## config.mk

```make
export PLATFORM = sky130hd
export DESIGN_NAME = bbe_err_ctrl
export DESIGN_NICKNAME = d
export VERILOG_FILES = /design/src/rtl/bbe_pkg.sv /design/src/rtl/bbe_parity_unit.sv /design/src/rtl/bbe_err_policy.sv /design/src/rtl/bbe_status_reg.sv /design/src/rtl/bbe_err_ctrl.sv
export SDC_FILE = /design/constraint.sdc
export NUM_CORES = 1
export LEC_CHECK = 0
export CAP_MARGIN = 25
export CELL_PAD_IN_SITES_DETAIL_PLACEMENT = 1
export CELL_PAD_IN_SITES_GLOBAL_PLACEMENT = 1
export CORE_UTILIZATION = 22
export DETAILED_ROUTE_END_ITERATION = 7
export PLACE_DENSITY_LB_ADDON = 0.1
export SLEW_MARGIN = 25
export SYNTH_ARGS = -nofsm -noshare
export SYNTH_HDL_FRONTEND = slang
export SYNTH_SLANG_ARGS = --single-unit
```

## constraint.sdc

```tcl
create_clock -name clk -period 2.1 [get_ports clk]
set_input_delay 0.42 -clock clk [delete_from_list [all_inputs] [get_ports clk]]
set_output_delay 0.42 -clock clk [all_outputs]
set_load 0.03 [all_outputs]
```

## src/rtl/bbe_pkg.sv

```systemverilog
package bbe_pkg;

    parameter int AD_W_DEF  = 32;
    parameter int CBE_W_DEF = 4;

    localparam int ST_W    = 6;
    localparam int ST_ANYP = 0;
    localparam int ST_ADRP = 1;
    localparam int ST_DATP = 2;
    localparam int ST_MABT = 3;
    localparam int ST_TABT = 4;
    localparam int ST_SSER = 5;

    typedef enum logic {
        MA_ALL_ONES = 1'b0,
        MA_SYSERR   = 1'b1
    } ma_mode_e;

    typedef struct packed {
        logic addr;
        logic data;
    } phase_t;

    typedef struct packed {
        logic addr_err;
        logic data_err;
    } pchk_t;

    function automatic logic [ST_W-1:0] cause_vec(
        input logic adr, input logic dat, input logic ma,
        input logic ta, input logic ss);
        logic [ST_W-1:0] v;
        v = '0;
        v[ST_ANYP] = adr | dat;
        v[ST_ADRP] = adr;
        v[ST_DATP] = dat;
        v[ST_MABT] = ma;
        v[ST_TABT] = ta;
        v[ST_SSER] = ss;
        return v;
    endfunction

endpackage

```

## src/rtl/bbe_parity_unit.sv

```systemverilog
module bbe_parity_unit
    import bbe_pkg::*;
#(
    parameter int AD_W  = AD_W_DEF,
    parameter int CBE_W = CBE_W_DEF
) (
    input  logic             clk,
    input  logic             rst,
    input  logic             addr_ph,
    input  logic             data_ph,
    input  logic [AD_W-1:0]  ad,
    input  logic [CBE_W-1:0] cbe,
    input  logic             par_in,
    output pchk_t            chk,
    output logic             fwd_par
);

    phase_t ph_q;
    logic   gen_q;
    logic   mism;

    always_ff @(posedge clk) begin
        if (rst) begin
            ph_q  <= '0;
            gen_q <= 1'b0;
        end else begin
            ph_q.addr <= addr_ph;
            ph_q.data <= data_ph;
            gen_q     <= ^{ad, cbe};
        end
    end

    always_comb begin
        mism         = par_in ^ gen_q;
        chk.addr_err = ph_q.addr & mism;
        chk.data_err = ph_q.data & mism;
        fwd_par      = chk.data_err ? par_in : gen_q;
    end

    AST_FWD_BAD: assert property (@(posedge clk) disable iff (rst)
        ($past(data_ph) && !$past(addr_ph) && (par_in != ^{$past(ad), $past(cbe)}))
            |-> (fwd_par == par_in));

endmodule

```

## src/rtl/bbe_err_policy.sv

```systemverilog
module bbe_err_policy
    import bbe_pkg::*;
(
    input  logic            clk,
    input  logic            rst,
    input  logic            addr_err,
    input  logic            data_err,
    input  logic            ma_hit,
    input  logic            ma_read,
    input  ma_mode_e        ma_mode,
    input  logic            ta_hit,
    input  logic            fwd_possible,
    input  logic            sec_serr_n,
    input  logic            serr_en,
    input  logic            perr_en,
    output logic            serr_n,
    output logic            perr_n,
    output logic            rd_all_ones,
    output logic            wr_discard,
    output logic            ta_to_master,
    output logic [ST_W-1:0] set_vec
);

    logic sserr_q;
    logic sec_evt;
    logic ma_sys;
    logic ma_ones;
    logic ta_esc;
    logic serr_req;

    always_comb begin
        sec_evt  = sserr_q & ~sec_serr_n;
        ma_sys   = ma_hit & (ma_mode == MA_SYSERR);
        ma_ones  = ma_hit & (ma_mode == MA_ALL_ONES);
        ta_esc   = ta_hit & ~fwd_possible;
        serr_req = addr_err | ma_sys | ta_esc | sec_evt;
        set_vec  = cause_vec(addr_err, data_err, ma_hit, ta_hit, sec_evt);
    end

    always_ff @(posedge clk) begin
        if (rst) begin
            sserr_q      <= 1'b1;
            serr_n       <= 1'b1;
            perr_n       <= 1'b1;
            rd_all_ones  <= 1'b0;
            wr_discard   <= 1'b0;
            ta_to_master <= 1'b0;
        end else begin
            sserr_q      <= sec_serr_n;
            serr_n       <= ~(serr_en & serr_req);
            perr_n       <= ~(perr_en & data_err);
            rd_all_ones  <= ma_ones & ma_read;
            wr_discard   <= ma_ones & ~ma_read;
            ta_to_master <= ta_hit & fwd_possible;
        end
    end

    AST_ADRP_SERR: assert property (@(posedge clk) disable iff (rst)
        (addr_err && serr_en) |=> !serr_n);
    AST_DATP_PERR: assert property (@(posedge clk) disable iff (rst)
        (data_err && perr_en) |=> !perr_n);
    AST_SERR_GATED: assert property (@(posedge clk) disable iff (rst)
        !serr_en |=> serr_n);
    AST_PERR_GATED: assert property (@(posedge clk) disable iff (rst)
        !perr_en |=> perr_n);
    AST_MA_ONES: assert property (@(posedge clk) disable iff (rst)
        (ma_hit && ma_mode == MA_ALL_ONES) |=> (rd_all_ones != wr_discard) && serr_n == !(serr_en && $past(serr_req)));
    AST_MA_SYS: assert property (@(posedge clk) disable iff (rst)
        (ma_hit && ma_mode == MA_SYSERR && serr_en) |=> (!serr_n && !rd_all_ones && !wr_discard));
    AST_TA_BACK: assert property (@(posedge clk) disable iff (rst)
        (ta_hit && fwd_possible) |=> ta_to_master);
    AST_SEC_SERR: assert property (@(posedge clk) disable iff (rst)
        ($fell(sec_serr_n) && serr_en) |=> !serr_n);

endmodule

```

## src/rtl/bbe_status_reg.sv

```systemverilog
module bbe_status_reg
    import bbe_pkg::*;
(
    input  logic            clk,
    input  logic            rst,
    input  logic [ST_W-1:0] set_vec,
    input  logic [ST_W-1:0] clr_vec,
    output logic [ST_W-1:0] q
);

    always_ff @(posedge clk) begin
        if (rst) q <= '0;
        else     q <= (q & ~clr_vec) | set_vec;
    end

    AST_STICKY: assert property (@(posedge clk) disable iff (rst)
        1'b1 |=> ((q & $past(q & ~clr_vec)) == $past(q & ~clr_vec)));
    AST_SET_WINS: assert property (@(posedge clk) disable iff (rst)
        1'b1 |=> ((q & $past(set_vec)) == $past(set_vec)));
    AST_W1C: assert property (@(posedge clk) disable iff (rst)
        (clr_vec[ST_ANYP] && !set_vec[ST_ANYP]) |=> !q[ST_ANYP]);

endmodule

```

## src/rtl/bbe_err_ctrl.sv

```systemverilog
module bbe_err_ctrl
    import bbe_pkg::*;
#(
    parameter int AD_W  = AD_W_DEF,
    parameter int CBE_W = CBE_W_DEF
) (
    input  logic             clk,
    input  logic             rst,
    input  logic             serr_en,
    input  logic             perr_resp_en,
    input  logic             ma_mode,
    input  logic             pri_addr_ph,
    input  logic             pri_data_ph,
    input  logic [AD_W-1:0]  pri_ad,
    input  logic [CBE_W-1:0] pri_cbe,
    input  logic             pri_par,
    input  logic             sec_addr_ph,
    input  logic             sec_data_ph,
    input  logic [AD_W-1:0]  sec_ad,
    input  logic [CBE_W-1:0] sec_cbe,
    input  logic             sec_par,
    input  logic             ma_hit,
    input  logic             ma_read,
    input  logic             ta_hit,
    input  logic             fwd_possible,
    input  logic             sec_serr_n,
    input  logic [5:0]       status_clr,
    output logic             serr_n,
    output logic             perr_n,
    output logic [5:0]       status,
    output logic             fwd_par_sec,
    output logic             fwd_par_pri,
    output logic             rd_all_ones,
    output logic             wr_discard,
    output logic             ta_to_master
);

    localparam int NSIDE = 2;

    logic [NSIDE-1:0]            s_addr_ph;
    logic [NSIDE-1:0]            s_data_ph;
    logic [NSIDE-1:0][AD_W-1:0]  s_ad;
    logic [NSIDE-1:0][CBE_W-1:0] s_cbe;
    logic [NSIDE-1:0]            s_par;
    logic [NSIDE-1:0]            s_fwd;
    pchk_t [NSIDE-1:0]           s_chk;
    logic [NSIDE-1:0]            s_aerr;
    logic [NSIDE-1:0]            s_derr;
    logic [ST_W-1:0]             set_vec;

    assign s_addr_ph = {sec_addr_ph, pri_addr_ph};
    assign s_data_ph = {sec_data_ph, pri_data_ph};
    assign s_ad      = {sec_ad, pri_ad};
    assign s_cbe     = {sec_cbe, pri_cbe};
    assign s_par     = {sec_par, pri_par};

    for (genvar g = 0; g < NSIDE; g++) begin : g_side
        bbe_parity_unit #(.AD_W(AD_W), .CBE_W(CBE_W)) u_par (
            .clk     (clk),
            .rst     (rst),
            .addr_ph (s_addr_ph[g]),
            .data_ph (s_data_ph[g]),
            .ad      (s_ad[g]),
            .cbe     (s_cbe[g]),
            .par_in  (s_par[g]),
            .chk     (s_chk[g]),
            .fwd_par (s_fwd[g])
        );
        assign s_aerr[g] = s_chk[g].addr_err;
        assign s_derr[g] = s_chk[g].data_err;
    end

    assign fwd_par_sec = s_fwd[0];
    assign fwd_par_pri = s_fwd[1];

    bbe_err_policy u_pol (
        .clk          (clk),
        .rst          (rst),
        .addr_err     (|s_aerr),
        .data_err     (|s_derr),
        .ma_hit       (ma_hit),
        .ma_read      (ma_read),
        .ma_mode      (ma_mode_e'(ma_mode)),
        .ta_hit       (ta_hit),
        .fwd_possible (fwd_possible),
        .sec_serr_n   (sec_serr_n),
        .serr_en      (serr_en),
        .perr_en      (perr_resp_en),
        .serr_n       (serr_n),
        .perr_n       (perr_n),
        .rd_all_ones  (rd_all_ones),
        .wr_discard   (wr_discard),
        .ta_to_master (ta_to_master),
        .set_vec      (set_vec)
    );

    bbe_status_reg u_st (
        .clk     (clk),
        .rst     (rst),
        .set_vec (set_vec),
        .clr_vec (status_clr),
        .q       (status)
    );

    AST_RST_QUIET: assert property (@(posedge clk)
        rst |=> (serr_n && perr_n && status == '0 && !rd_all_ones && !wr_discard && !ta_to_master));

endmodule

```

==> flow_metrics.env, run 1 <==
export IMPL_status="complete, no violations"
export IMPL_die_w_um=77.5
export IMPL_fin_nets=328
export IMPL_hold_path_endpoint="u_st.q[5]"
export IMPL_critPathKind="input port to register"
export IMPL_cts_made_buffers=3
export IMPL_end_kind="register"
export IMPL_grt_max_degree=13
export IMPL_startpoint_type="input port"
export IMPL_whs_ps=476
export IMPL_grt_util_all_layers=0.124
export IMPL_setup_viol=0
export IMPL_boundaryPins=107
export IMPL_cp_max_fo=1
export IMPL_crit_family="XOR/XNOR gates"
export IMPL_worstPathCellList="clkdlybuf4s50_1 -> xor2_1 -> xnor2_1 -> xnor2_1 -> xnor3_1 -> mux2_4"
export IMPL_path_common_cell="xnor2_1"
export IMPL_p_leak_nw=0.907
export IMPL_firstDrtPassIters=3
export IMPL_maxCapViolCount=0
export IMPL_drc=0
export IMPL_postSynthAreaPerCell_sq_um=10.1
export IMPL_numPortBuffers=106
export IMPL_finalCritPeriodShare=0.942
export IMPL_max_clock_freq_mhz=506
export IMPL_areaGrowthSynthToFinish_pct=96.7
export IMPL_stdcell_count=305
export IMPL_whs_path_depth=2
export IMPL_crit_buf_inv=1
export IMPL_cts_hold_buf=0
export IMPL_critPathMaxStageDelay_ps=470
export IMPL_worstSkewPairLatency_ps=250
export IMPL_synth_nets=218
export IMPL_place_hpwl_um=3270
export IMPL_cts_tree="built"
export IMPL_cts_buffer_depth=2
export IMPL_grt_overflow_total=0
export IMPL_layout_drive_gt1_share=0.0558
export IMPL_slowest_stage="clkdlybuf4s50_1"
export IMPL_peakVddDrop_mv=0.240
export IMPL_slew_violations=0
export IMPL_layout_common_cells="clkdlybuf4s50_1, xnor2_1, dfxtp_1, xor2_1"
export IMPL_num_antenna_cells=0
export IMPL_fill_cells=605
export IMPL_power_density_nw_per_um2=612
export IMPL_slew_headroom=0.698
export IMPL_antenna_found_initial=0
export IMPL_die_area_sq_um=6010
export IMPL_hold_viol_final=0
export IMPL_tightestPinTransition_ps=451
export IMPL_synth_area_leaders="xnor2_1, dfxtp_1, xnor3_1, xor2_1, nand2b_1"
export IMPL_grt_setup_unrepaired="no"
export IMPL_mostFrequentLayoutCell="clkdlybuf4s50_1"
export IMPL_crit_arrival_ps=2120
export IMPL_yosysTopAreaCell="xnor2_1"
export IMPL_min_from="u_st.q[5]"
export IMPL_fin_util=0.448
export IMPL_yosys_warnings=0
export IMPL_cts_sinks=18
export IMPL_core_region_area_sq_um=5510
export IMPL_finalClockSkew_ps=3.10
export IMPL_worst_path_stages=6
export IMPL_drt_total_wl_um=3580
export IMPL_first_global_vias=1363
export IMPL_initial_utilization=0.228
export IMPL_rows=27
export IMPL_synth_cells=124
export IMPL_vias_per_cell=3.99
export IMPL_synth_sequential_area_ratio=0.287
export IMPL_r2r_end="u_pol.perr_n"
export IMPL_period_minus_slack_ps=1980
export IMPL_required_ps=2240
export IMPL_ys_types=21
export IMPL_vias=1218
export IMPL_worstRegToRegCells=3
export IMPL_fp_dieH_um=77.5
export IMPL_wl_per_cell_um=11.7
export IMPL_syn_area_sq_um=1250
export IMPL_drt_iter0_markers=36
export IMPL_r2r_start="g_side[0].u_par.gen_q"
export IMPL_grt_pass1_wl_um=5810
export IMPL_dp_cells=301
export IMPL_rrSetupSlack_ps=780
export IMPL_ys_ff_latch=18
export IMPL_cts_repair_resized=0
export IMPL_cts_root_buf="clkbuf_8"
export IMPL_hold_class="register to register"
export IMPL_drtAntennaViolNets=0
export IMPL_clkTransAtPathRegs_ps=70
export IMPL_gp_congestion=0.714
export IMPL_htree_levels=1
export IMPL_synth_top_area_share=0.377
export IMPL_cts_setup_buffers=0
==> through the flow <==
stage          TNS [ps]  power (mW)  worst slack (ps)  area [sq um]
3_3_place_gp       -227        1.23              -120          2410
6_report              0        1.51               122          2470
3_5_place_dp       -298        1.25              -162          2410
4_1_cts               0        1.54               108          2470
2_1_floorplan         0       0.926               400          1250
5_1_grt               0        1.61              29.0          2470
==> synthesized netlist by cell type <==
master / n
xnor2_1: 54
dfxtp_1: 18
xor2_1: 8
nand2b_1: 6
nor2b_1: 6
a21oi_1: 5
nor2_1: 4
xnor3_1: 4
a22oi_1: 2
clkbuf_1: 2
inv_1: 2
mux2_2: 2
mux2_4: 2
nand2_1: 2
a31oi_1: 1
nand3b_1: 1
nor4b_1: 1
nor4bb_1: 1
o2111ai_1: 1
or2_2: 1
or3b_2: 1
==> tightest hold or removal path: stages, from the launching register on <==
cell      delay, ps
dfxtp_1         310
nand2b_1         60
a21oi_1          50
==> logic make-up after synthesis <==
kind of cell           after synthesis  synth area share
AO/OA/AOI/OAI                        9            0.0439
XOR/XNOR                            66             0.504
buffers and inverters                4            0.0120
flip-flops                          18             0.287
multiplexers                         4            0.0419
AND/OR/NAND/NOR                     23             0.111
==> flip-flops by register name (all words and copies together) (netlist names) <==
signal	cells
u_pol.ta_to_master	1
u_pol.sserr_q	1
g_side.u_par.gen_q	2
u_pol.serr_n	1
u_pol.rd_all_ones	1
u_pol.perr_n	1
u_st.q	6
g_side.u_par.ph_q	4
u_pol.wr_discard	1
==> report_power, final <==
| part | leakage [nW] | total, mW | switching [mW] | internal, mW |
|---|---|---|---|---|
| Combinational | 0.729 | 0.828 | 0.290 | 0.538 |
| Sequential | 0.149 | 0.404 | 0.0207 | 0.384 |
| Clock | 0.0288 | 0.278 | 0.112 | 0.166 |
| Total | 0.907 | 1.51 | 0.423 | 1.09 |
==> final cells by class <==
cell class | instances | area, sq um | area share
Multi-Input combinational cell | 102 | 880 | 0.356
Sequential cell | 18 | 360 | 0.146
Timing Repair Buffer | 107 | 1080 | 0.436
Tap cell | 72 | 90.1 | 0.0365
Inverter | 2 | 7.51 | 0.00304
Clock buffer | 4 | 55.1 | 0.0223
==> routing by layer <==
metal	up-vias	track usage	share of wire
li1	613	-	-
met1	540	0.115	0.35
met2	61	0.256	0.56
met3	4	0.0282	0.077
met4	0	0.0453	0.013
met5	-	0	0
==> worst max-delay path by stage <==
stage,start,endpoint,slack (ps)
after global placement,sec_ad[30],g_side[1].u_par.gen_q,-120
final,sec_ad[30],g_side[1].u_par.gen_q,120
after floorplan,pri_ad[22],g_side[0].u_par.gen_q,400
after global routing,sec_ad[22],g_side[1].u_par.gen_q,30
after CTS,sec_ad[30],g_side[1].u_par.gen_q,110
after detailed placement,sec_ad[30],g_side[1].u_par.gen_q,-160
Power figures use the tool's default switching activity.
==> inputs of run 2 (changes only) <==
- CORE_UTILIZATION: 22 -> 23
- CTS_BUF_LIST: unset -> sky130_fd_sc_hd__clkbuf_16
- SYNTH_HIERARCHICAL: unset -> 1
==> run 2 against run 1 <==
Sequential share of layout area down 0.70 points. Worst hold slack better by 9.6 ps. Setup slack better by 28 ps. Clock power up 36%. Synthesized cell count up 9.7%. Maximum frequency up 1.4%. Largest power group unchanged. Register-to-register slack worse by 40 ps. Total power up 7.0%. Non-clock buffer count up 1. Utilization up 0.87 points. Cell count up 3.3%. Clock-buffer cell count down 1.
==> flow_metrics.env, run 2 <==
export IMPL_status="complete, no violations"
export IMPL_worstSkewPairLatency_ps=250
export IMPL_drt_total_wl_um=3210
export IMPL_boundaryPins=107
export IMPL_clkTransAtPathRegs_ps=50
export IMPL_largest_register="u_st/q"
export IMPL_layout_common_cells="clkdlybuf4s50_1, xnor2_1, dfxtp_1, xor2_1, nor2b_1"
export IMPL_areaGrowthSynthToFinish_pct=86.4
export IMPL_tightestPinTransition_ps=406
export IMPL_yosys_warnings=6
export IMPL_grt_pass1_wl_um=5300
export IMPL_wl_per_cell_um=10.2
export IMPL_path_common_cell="xnor2_1"
export IMPL_cts_tree="built"
export IMPL_cts_sinks=18
export IMPL_design_area_sq_um=2590
export IMPL_fin_util=0.457
export IMPL_num_antenna_cells=0
export IMPL_drtAntennaViolNets=0
export IMPL_cts_repair_resized=0
export IMPL_rows=27
export IMPL_synth_edff_count=0
export IMPL_grt_setup_unrepaired="no"
export IMPL_synthFlopType="dfxtp_1"
export IMPL_synth_fa_ha_area_frac=0
export IMPL_synth_most_common_cell="xnor2_1"
export IMPL_vias_per_cell=3.92
export IMPL_synth_top_area_share=0.340
export IMPL_synth_compound_area_frac=0.0387
export IMPL_fin_nets=338
export IMPL_slowest_stage="clkdlybuf4s50_1"
export IMPL_critPathKind="input port to register"
export IMPL_syn_area_sq_um=1390
export IMPL_numPortBuffers=106
export IMPL_htree_levels=1
export IMPL_die_w_um=79.8
export IMPL_core_region_area_sq_um=5680
export IMPL_synth_nets=230
export IMPL_synth_mux_area_frac=0.0378
export IMPL_initial_utilization=0.245
export IMPL_end_kind="register"
export IMPL_first_global_vias=1248
export IMPL_required_ps=2230
export IMPL_maxCapViolCount=0
export IMPL_startpoint_type="input port"
export IMPL_largest_reg_flops=6
export IMPL_drc=0
export IMPL_drt_iter0_markers=28
export IMPL_layout_drive_gt1_share=0.0823
export IMPL_ys_types=22
export IMPL_setup_viol=0
export IMPL_vias=1236
export IMPL_cts_root_buf="clkbuf_16"
export IMPL_mostFrequentLayoutCell="clkdlybuf4s50_1"
export IMPL_synth_sequential_area_ratio=0.259
export IMPL_finalClockSkew_ps=1.72
export IMPL_dpl_instance_area_sq_um=2510
export IMPL_cp_max_fo=1
export IMPL_crit_family="XOR/XNOR gates"
export IMPL_cts_made_buffers=3
export IMPL_place_hpwl_um=2940
export IMPL_yosysTopAreaCell="xnor2_1"
export IMPL_stdcell_count=315
export IMPL_post_synth_xor_area_fraction=0.455
export IMPL_multi_input_area_sq_um=967
export IMPL_synth_area_leaders="xnor2_1, dfxtp_1, xnor3_1, nand2b_4, xor2_1"
export IMPL_cts_setup_buffers=0
export IMPL_grt_util_all_layers=0.106
export IMPL_power_density_nw_per_um2=623
export IMPL_period_minus_slack_ps=1950
export IMPL_gp_congestion=0.621
export IMPL_cts_buffer_depth=2
export IMPL_p_total_mw=1.62
export IMPL_synth_commonest_cells="xnor2_1, dfxtp_1, xor2_1"
export IMPL_grt_overflow_total=0
export IMPL_synth_top_family_by_area="XOR/XNOR gates"
export IMPL_slew_headroom=0.729
export IMPL_crit_buf_inv=1
export IMPL_dp_cells=311
export IMPL_yosys_area_share_simple=0.164
export IMPL_finalCritPeriodShare=0.929
export IMPL_p_leak_nw=1.00
export IMPL_firstDrtPassIters=4
export IMPL_async_flop_share=0
export IMPL_ys_ff_latch=18
export IMPL_grt_max_degree=11
export IMPL_die_area_sq_um=6360
export IMPL_cts_hold_buf=0
export IMPL_slew_violations=0
export IMPL_synth_cells=136
export IMPL_critPathMaxStageDelay_ps=470
export IMPL_worstPathCellList="clkdlybuf4s50_1 -> xor2_1 -> xnor2_1 -> xnor2_1 -> xnor3_1 -> mux2_4"
export IMPL_hold_class="register to register"
export IMPL_max_clock_freq_mhz=513
export IMPL_largestRegisters="u_st/q: 6 flops, g_side.u_par/ph_q: 4 flops, g_side.u_par/gen_q: 2 flops"
export IMPL_antenna_found_initial=0
export IMPL_peakVddDrop_mv=0.248
export IMPL_fill_cells=651
export IMPL_postSynthAreaPerCell_sq_um=10.2
export IMPL_fp_dieH_um=79.8
export IMPL_seq_area_sq_um=360
export IMPL_hold_viol_final=0
export IMPL_crit_arrival_ps=2080
==> run 2: layer usage <==
layer / vias up / routed length, um / GRT usage
met5: - / 0 / 0
met4: 0 / 0 / 0.0321
met3: 0 / 300 / 0.0229
met2: 64 / 1670 / 0.203
met1: 536 / 1240 / 0.114
li1: 636 / - / -
==> run 2: through the flow <==
| stage | setup WS [ps] | hold WS [ps] | TNS [ps] |
|---|---|---|---|
| 2_1_floorplan | 400 | 489 | 0 |
| 3_3_place_gp | -126 | 478 | -228 |
| 3_5_place_dp | -114 | 482 | -226 |
| 4_1_cts | 127 | 488 | 0 |
| 5_1_grt | 55.4 | 505 | 0 |
| 6_report | 150 | 485 | 0 |
==> run 2: cell type report <==
cell class | instances | share of cell area
clock inverters | 1 | 0.00145
multi-input cells | 106 | 0.373
repair buffers | 108 | 0.413
flip-flops and latches | 18 | 0.139
inverters | 7 | 0.0101
clock buffers | 3 | 0.0289
well taps | 72 | 0.0347
==> run 2: kinds of logic (layout without fill, tap and decap cells) <==
kind of cell    count (synthesis)  in the layout
xor+xnor                       66             66
simple gates                   28             28
flops                          18             18
buf+inv                        12            119
compound gates                  8              8
mux                             4              4
==> run 2: final timing paths <==
path	startpoint	end	slack, ps	cells after the start
max	pri_cbe[2]	g_side[0].u_par/gen_q	150	6
max reg2reg	g_side[1].u_par/gen_q	u_pol/serr_n	740	5
min	u_st/q[0]	u_st/q[0]	490	2
min reg2reg	u_st/q[0]	u_st/q[0]	490	2
==> run 2: worst reg2reg max path: cells and delay by family (launching register included) <==
family,cells,cell delay (ps)
AO/OA/AOI/OAI,2,380
XOR/XNOR,1,160
flip-flops,1,320
AND/OR/NAND/NOR,2,410
==> run 2: power breakdown <==
part	switching [mW]	internal, mW	total (mW)	leakage, nW
combinational	0.285	0.544	0.829	0.814
sequential	0.0257	0.384	0.410	0.149
clock	0.124	0.253	0.377	0.0385
